## src/rtl/coal_pkg.sv

```systemverilog
package coal_pkg;
  localparam int unsigned DEF_LANES      = 32;
  localparam int unsigned DEF_ADDR_W     = 32;
  localparam int unsigned DEF_LINE_BYTES = 128;
  localparam int unsigned DEF_WORD_BYTES = 4;
endpackage

```

## src/rtl/coal_tag_store.sv

```systemverilog
module coal_tag_store #(
  parameter int unsigned LANES  = coal_pkg::DEF_LANES,
  parameter int unsigned ADDR_W = coal_pkg::DEF_ADDR_W,
  parameter int unsigned OFF_W  = 7,
  localparam int unsigned TAG_W = ADDR_W - OFF_W
) (
  input  logic                          clk,
  input  logic                          load,
  input  logic [LANES*ADDR_W-1:0]       addr_flat,
  output logic [LANES-1:0][TAG_W-1:0]   tags
);
  logic [LANES-1:0][OFF_W-1:0] unused_offsets;

  for (genvar g = 0; g < LANES; g++) begin : g_lane
    assign unused_offsets[g] = addr_flat[g*ADDR_W +: OFF_W];
    always_ff @(posedge clk) begin
      if (load) tags[g] <= addr_flat[g*ADDR_W + OFF_W +: TAG_W];
    end
  end
endmodule

```

## src/rtl/coal_leader_pick.sv

```systemverilog
module coal_leader_pick #(
  parameter int unsigned LANES = coal_pkg::DEF_LANES,
  localparam int unsigned LANE_W = $clog2(LANES)
) (
  input  logic [LANES-1:0]  pending,
  output logic              found,
  output logic [LANE_W-1:0] idx
);
  always_comb begin
    found = |pending;
    idx   = '0;
    for (int i = LANES - 1; i >= 0; i--) begin
      if (pending[i]) idx = LANE_W'(i);
    end
  end
endmodule

```

## src/rtl/coal_line_match.sv

```systemverilog
module coal_line_match #(
  parameter int unsigned LANES = coal_pkg::DEF_LANES,
  parameter int unsigned TAG_W = 25,
  localparam int unsigned LANE_W = $clog2(LANES)
) (
  input  logic [LANES-1:0][TAG_W-1:0] tags,
  input  logic [LANES-1:0]            pending,
  input  logic [LANE_W-1:0]           leader,
  output logic [TAG_W-1:0]            leader_tag,
  output logic [LANES-1:0]            hit
);
  assign leader_tag = tags[leader];

  for (genvar g = 0; g < LANES; g++) begin : g_cmp
    assign hit[g] = pending[g] && (tags[g] == leader_tag);
  end
endmodule

```

## src/rtl/warp_coalescer.sv

```systemverilog
module warp_coalescer #(
  parameter int unsigned LANES      = coal_pkg::DEF_LANES,
  parameter int unsigned ADDR_W     = coal_pkg::DEF_ADDR_W,
  parameter int unsigned LINE_BYTES = coal_pkg::DEF_LINE_BYTES,
  parameter int unsigned WORD_BYTES = coal_pkg::DEF_WORD_BYTES,
  localparam int unsigned OFF_W     = $clog2(LINE_BYTES),
  localparam int unsigned TAG_W     = ADDR_W - OFF_W,
  localparam int unsigned LANE_W    = $clog2(LANES),
  localparam int unsigned CNT_W     = $clog2(LANES * LINE_BYTES + 1)
) (
  input  logic                    clk,
  input  logic                    rst,
  input  logic                    req_valid,
  output logic                    req_ready,
  input  logic [LANES*ADDR_W-1:0] req_addr,
  input  logic [LANES-1:0]        req_active,
  output logic                    txn_valid,
  input  logic                    txn_ready,
  output logic [ADDR_W-1:0]       txn_addr,
  output logic [LANES-1:0]        txn_mask,
  output logic                    txn_last,
  output logic                    done,
  output logic [CNT_W-1:0]        req_bytes,
  output logic [CNT_W-1:0]        xfer_bytes
);
  logic                        busy;
  logic [LANES-1:0]            pending;
  logic [LANES-1:0][TAG_W-1:0] tags;
  logic                        lead_found;
  logic [LANE_W-1:0]           lead_idx;
  logic [TAG_W-1:0]            lead_tag;
  logic [LANES-1:0]            hit;

  logic             out_valid;
  logic [TAG_W-1:0] out_tag;
  logic [LANES-1:0] out_mask;
  logic             out_last;
  logic             done_q;
  logic [CNT_W-1:0] req_cnt;
  logic [CNT_W-1:0] xfer_cnt;

  logic accept, load_txn, last_hand;

  assign req_ready = !busy;
  assign accept    = req_valid && !busy;
  assign load_txn  = busy && lead_found && (!out_valid || txn_ready);
  assign last_hand = out_valid && txn_ready && out_last;

  coal_tag_store #(.LANES(LANES), .ADDR_W(ADDR_W), .OFF_W(OFF_W)) u_tags (
    .clk(clk), .load(accept), .addr_flat(req_addr), .tags(tags)
  );

  coal_leader_pick #(.LANES(LANES)) u_pick (
    .pending(pending), .found(lead_found), .idx(lead_idx)
  );

  coal_line_match #(.LANES(LANES), .TAG_W(TAG_W)) u_match (
    .tags(tags), .pending(pending), .leader(lead_idx),
    .leader_tag(lead_tag), .hit(hit)
  );

  always_ff @(posedge clk) begin
    if (rst) begin
      busy      <= 1'b0;
      pending   <= '0;
      out_valid <= 1'b0;
      out_tag   <= '0;
      out_mask  <= '0;
      out_last  <= 1'b0;
      done_q    <= 1'b0;
      req_cnt   <= '0;
      xfer_cnt  <= '0;
    end else begin
      done_q <= 1'b0;
      if (accept) begin
        pending  <= req_active;
        req_cnt  <= CNT_W'($countones(req_active)) * CNT_W'(WORD_BYTES);
        xfer_cnt <= '0;
        if (req_active == '0) done_q <= 1'b1;
        else                  busy   <= 1'b1;
      end
      if (load_txn) begin
        out_valid <= 1'b1;
        out_tag   <= lead_tag;
        out_mask  <= hit;
        out_last  <= ((pending & ~hit) == '0);
        pending   <= pending & ~hit;
        xfer_cnt  <= xfer_cnt + CNT_W'(LINE_BYTES);
      end else if (txn_ready) begin
        out_valid <= 1'b0;
      end
      if (last_hand) begin
        busy   <= 1'b0;
        done_q <= 1'b1;
      end
    end
  end

  assign txn_valid  = out_valid;
  assign txn_addr   = {out_tag, {OFF_W{1'b0}}};
  assign txn_mask   = out_mask;
  assign txn_last   = out_last;
  assign done       = done_q;
  assign req_bytes  = req_cnt;
  assign xfer_bytes = xfer_cnt;
endmodule

```

## config.mk

```make
export PLATFORM = sky130hd
export DESIGN_NAME = warp_coalescer
export DESIGN_NICKNAME = d
export VERILOG_FILES = /design/src/rtl/coal_pkg.sv /design/src/rtl/coal_tag_store.sv /design/src/rtl/coal_leader_pick.sv /design/src/rtl/coal_line_match.sv /design/src/rtl/warp_coalescer.sv
export SDC_FILE = /design/constraint.sdc
export NUM_CORES = 2
export LEC_CHECK = 0
export ABC_AREA = 1
export CAP_MARGIN = 40
export CORE_AREA = 2 2 447 449
export DETAILED_ROUTE_END_ITERATION = 7
export DIE_AREA = 0 0 449 451
export PLACE_DENSITY = 0.55
export SLEW_MARGIN = 15
export SYNTH_ARGS = -nofsm -noshare
export SYNTH_HDL_FRONTEND = slang
export SYNTH_SLANG_ARGS = --single-unit
```

## constraint.sdc

```tcl
create_clock -name clk -period 96.5 [get_ports clk]
set_input_delay 19.3 -clock clk [delete_from_list [all_inputs] [get_ports clk]]
set_output_delay 19.3 -clock clk [all_outputs]
set_load 0.1 [all_outputs]
```

==> Word-level counts from Yosys, hierarchy flattened <==
Cells that the tools add are included.
{ "word_totals": {"word_cells": 199, "in_bits": 1060, "register_bits": 917, "output_inout_bits": 94} }
{ "classes": {"n_addsub": 32, "n_mux": 43, "eq_ne": 32, "reduce_logical": 47, "n_lt_le_gt_ge": 1, "n_bitwise": 3} }
{ "op_table": {"columns": ["operator", "count"], "rows": [
  ["equality test 25 bit", 32],
  ["2-to-1 mux 5 bit", 32],
  ["binary-select mux 25 bit (select 5 bit)", 1],
  ["logical NOT 32 bit", 2],
  ["2-to-1 mux 32 bit", 2],
  ["logical AND 1 bit", 37],
  ["adder 1 x 1 -> 2 bit", 16],
  ["AND 32 bit", 1],
  ["NOT 32 bit", 1],
  ["OR reduction 32 bit", 1],
  ["2-to-1 mux 13 bit", 2],
  ["2-to-1 mux 25 bit", 1],
  ["adder 2 x 2 -> 3 bit", 8],
  ["adder 3 x 3 -> 4 bit", 4],
  ["adder 13 x 8 -> 13 bit (second input constant)", 1],
  ["adder 4 x 4 -> 5 bit", 2],
  ["adder 5 x 5 -> 6 bit", 1],
  ["< comparator 5 x 6 -> 1 bit (second input constant)", 1],
  ["2-to-1 mux 1 bit", 5],
  ["nonzero test 2 bit", 2],
  ["logical NOT 1 bit", 2],
  ["AND reduction 2 bit", 1],
  ["OR reduction 2 bit", 1],
  ["logical OR 1 bit", 1],
  ["NOT 1 bit", 1]
]} }

==> Longest topological paths before layout <==
{ "logic_depth": {"depth_word": 39, "depth_mapped": 56} }

==> Modules after synthesis <==
A second synthesis with hierarchy kept.
{ "unflattened": {"cells_unflattened": 7076, "area_unflattened_um2": 54335.9} }
{ "modules_own_cells": {"columns": ["module", "cells_per_inst", "n_inst", "area_each_um2", "seq_area_each_um2"], "rows": [
  ["coal_line_match", 5462, 1, 24303.3, 0.0],
  ["coal_tag_store", 800, 1, 24023.0, 24023.0],
  ["warp_coalescer", 707, 1, 5539.1, 2102.0],
  ["coal_leader_pick", 107, 1, 470.5, 0.0]
]} }

==> Worst setup path after synthesis <==
Ideal clock, no wire load.
{ "synth_timing": {"path_type": "in2reg", "startpoint": "input req_valid", "endpoint": "register req_cnt[5] (netlist: req_bytes[5])", "cell_stages": 6, "arrival_time_ns": 43.796, "path_buffers": 1, "path_slack_ns": 52.510, "path_cell_list": "nand2_1 -> inv_1 -> buf_1 -> o21ai_0 -> o211ai_1 -> inv_1"} }
{ "synth_between": {"elab_chain_cells": 1} }
{ "synth_lines": {"columns": ["element", "line", "rtl"], "rows": [
  ["start: declaration", "warp_coalescer.sv:13", "input logic req_valid,"],
  ["logical AND 1 bit", "warp_coalescer.sv:45", "assign accept = req_valid && !busy;"],
  ["net accept", "warp_coalescer.sv:42", "logic accept, load_txn, last_hand;"],
  ["end signal: assignment", "warp_coalescer.sv:77", "req_cnt <= CNT_W'($countones(req_active)) * CNT_W'(WORD_BYTES);"],
  ["end: declaration", "warp_coalescer.sv:39", "logic [CNT_W-1:0] req_cnt;"]
]} }
The timed path passes the listed nets, and every way through them passes these cells.
A chain may end at the register's enable or synchronous reset.

==> Final worst setup path <==
{ "layout_timing": {"startpoint": "input req_active[23]", "endpoint": "register req_cnt[6] (netlist: req_bytes[6])"} }
{ "layout_between": {"elab_chain_cells": 5} }
{ "layout_lines": {"columns": ["element", "line", "rtl"], "rows": [
  ["start: declaration", "warp_coalescer.sv:16", "input logic [LANES-1:0] req_active,"],
  ["adder 1 x 1 -> 2 bit (not written as such)", "warp_coalescer.sv:77", null],
  ["adder 2 x 2 -> 3 bit (not written as such)", "warp_coalescer.sv:77", null],
  ["adder 3 x 3 -> 4 bit (not written as such)", "warp_coalescer.sv:77", null],
  ["adder 4 x 4 -> 5 bit (not written as such)", "warp_coalescer.sv:77", null],
  ["adder 5 x 5 -> 6 bit (not written as such)", "warp_coalescer.sv:77", null]
]} }
No other way between the ends.

==> impl_metrics.env <==
export IMPL_status="finished, violations left"
export IMPL_violations="DRC"
export IMPL_synth_warnings=0
export IMPL_dp_hpwl_um=253800
export IMPL_initial_core_util=0.2620
export IMPL_syn_area_mm2=0.05193
export IMPL_slowest_delay_ns=0.55
export IMPL_r2r_start="pending[31]"
export IMPL_cts_resized=0
export IMPL_final_layout_size_suffix_gt1_frac=0.05866
export IMPL_rows=164
export IMPL_crit_top_cell="fa_1"
export IMPL_cts_hold_buf=0
export IMPL_vdd_ir_drop_max_v=0.00001755
export IMPL_fin_crit_ns=23.74
export IMPL_cp_start_kind="input port"
export IMPL_arrival_ns=24.43
export IMPL_yosysSeqAreaShare=0.5031
export IMPL_grt_pass1_wl_um=420400
export IMPL_crit_type="input port to register"
export IMPL_cts_buffers=114
export IMPL_finalSetupTns_ns=0
export IMPL_hold_path_class="register to register"
export IMPL_wirelength_um=323900
export IMPL_layout_commonest_cell="nand2_1"
export IMPL_max_cap_viol_count=0
export IMPL_io_pins=1154
export IMPL_place_port_buffers=908
export IMPL_coreArea_mm2=0.1982
export IMPL_fin_hold_ws_ns=0.4654
export IMPL_r2r_slack_ns=87.08
export IMPL_drt_iter0_drc=7947
export IMPL_clock_sinks=905
export IMPL_grt_max_degree=147
export IMPL_die_h_um=451
export IMPL_root_buffer="clkbuf_16"
export IMPL_hold_start="txn_mask[0]"
export IMPL_num_vias=51880
export IMPL_synth_distinct_cells=41
export IMPL_first_pass_iters=8
export IMPL_rsz0062_at_grt="false"
export IMPL_slew_viol_final=0
export IMPL_grt_overflow_total=0
export IMPL_h_tree_depth=3
export IMPL_clock_skew_ns=0.06526
export IMPL_max_freq_mhz=42.13
export IMPL_die_width_um=449
export IMPL_worstPathRequired_ns=97.19
export IMPL_holdPathStages=2
export IMPL_grt_pass1_vias=47110
export IMPL_antenna_found_initial=60
export IMPL_min_to="txn_mask[0]"
export IMPL_power_mw=1.999
export IMPL_cts_tree="done"
export IMPL_timing_final_crit_share=0.2460
export IMPL_drc=1
export IMPL_postCtsSetupBuffers=0
export IMPL_ff2ff_path_depth=53
export IMPL_final_hold_viol_count=0
export IMPL_path_clk_slew_ns=0.06
export IMPL_track_usage=0.3079
export IMPL_syn_avg_cell_area_um2=8.116
export IMPL_synthCells=6398
export IMPL_dieArea_mm2=0.2025
export IMPL_gp_congestion=1.023
export IMPL_via_per_inst=5.186
export IMPL_p_leak_nw=28.50
export IMPL_crit_path_end_kind="register"
export IMPL_final_cell_mix="nand2_1 (2047), nand3_1 (1362), clkdlybuf4s50_1 (907), edfxtp_1 (800), inv_1 (559)"
export IMPL_relSlewSlack=0.2736
export IMPL_nNetsFinal=8324
export IMPL_cp_slowest_cell="clkdlybuf4s50_1"
export IMPL_reg2reg_to="txn_last"
export IMPL_crit_chain="clkdlybuf4s50_1 -> inv_1 -> fa_1 -> fa_1 -> inv_1 -> fa_1 -> inv_1 -> fa_1 -> fa_1 -> fa_1 -> inv_1 -> ha_1 -> inv_1 -> fa_1 -> o21ai_0 -> a21oi_1 -> nor2_1 -> a211oi_1 -> a211oi_1"
export IMPL_cp_max_fo=2
export IMPL_clock_path_buffers=3
export IMPL_routedWlPerCell_um=32.38
export IMPL_ant_nets=0
export IMPL_clkLatencyLatePin_ns=0.83
export IMPL_power_density_mw_per_mm2=28.91
export IMPL_setup_violations=0
export IMPL_synth_seq_cells=905
export IMPL_tightest_slew_ns=1.090
export IMPL_areaGrowthSynthToFinish_pct=33.15
## power breakdown
group | internal [mW] | leakage, nW | total [mW] | switching [mW]
sequential | 0.454 | 8.47 | 0.484 | 0.0294
combinational | 0.278 | 18.2 | 1.07 | 0.787
clock | 0.257 | 1.86 | 0.450 | 0.193
total | 0.989 | 28.5 | 2.00 | 1.01
## through the flow
step / setup slack [ns] / cell area (µm²) / utilization / cells
floorplan: 52.51 / 52000 / - / 6418
global placement: 71.99 / 63240 / 0.3190 / 9679
detailed placement: 71.94 / 65000 / 0.3279 / 9761
CTS: 72.74 / 68870 / 0.3475 / 9976
global route: 72.51 / 69130 / 0.3487 / 9997
finish: 72.76 / 69140 / 0.3488 / 10000
## how the worst max path moves through the flow
stage / startpoint / end / slack [ns] / depth (start not counted)
final: req_active[23] / req_bytes[6] / 72.76 / 19
after global routing: req_active[23] / req_bytes[6] / 72.51 / 19
after CTS: req_active[23] / req_bytes[6] / 72.74 / 19
after detailed placement: req_active[23] / req_bytes[6] / 71.94 / 19
after global placement: req_active[23] / req_bytes[6] / 71.99 / 19
after floorplan: req_valid / req_bytes[5] / 52.51 / 6
## cell families (layout without fill, tap and decap cells)
group           Yosys count  count (layout)  share of synthesized area
other cells               1              39                 0.00007222
simple gates           4026            4026                     0.3402
xor+xnor                254             254                    0.04284
buf+inv                 962            1874                    0.07908
compound gates          217             217                    0.02325
fa+ha+maj                33              33                    0.01142
flops                   905             905                     0.5031
## cell usage after synthesis, drive strengths merged
cell / count / area, µm²
a21oi: 100 / 511.8
nor2: 391 / 1468
clkinv: 4 / 15.01
nor4: 7 / 43.79
o211ai: 29 / 222.7
o21bai: 6 / 45.04
nand2: 2068 / 7828
xnor2: 111 / 972.2
clkbuf: 139 / 521.8
fa: 24 / 480.5
nand3b: 134 / 1006
a22oi: 1 / 7.510
o21ai: 76 / 380.4
inv: 573 / 2151
nor3: 8 / 45.04
a221oi: 1 / 8.760
conb: 1 / 3.750
a311oi: 1 / 8.760
and2: 2 / 12.52
dfxtp: 105 / 2102
ha: 9 / 112.6
nand3: 1390 / 7102
nand4: 26 / 162.7
xor2: 143 / 1252
o31ai: 1 / 7.510
buf: 246 / 1419
edfxtp: 800 / 24020
a211oi: 2 / 15.01
## area by class of cell
type	count	area (µm²)
Antenna cell	18	45.04
Fill cell	20480	129100
Clock buffer	135	2993
Sequential cell	905	26130
Timing Repair Buffer	1082	11760
Inverter	577	2188
Clock inverter	80	885.9
Multi-Input combinational cell	4551	21830
Tap cell	2656	3323
## state kept, by name, summed over array words and instances (netlist names)
register,count
busy,1
txn_last,1
xfer_bytes,6
done,1
txn_mask,32
pending,32
txn_valid,1
out_tag,25
u_tags.tags,800
req_bytes,6
## per-layer routing
metal,up-vias,routed length (µm),track usage
li1,22760,-,-
met1,24920,120800,0.3716
met2,3372,143900,0.4774
met3,807,27550,0.05947
met4,20,31530,0.2525
met5,-,137,0
## critical path: cells and delay by family
kind	cells	cell delay [ns]
fa+ha+maj	8	3.52
simple gates	1	0.15
buf+inv	6	0.93
compound gates	4	0.52
Note: power is estimated with default switching activity, not from simulation.
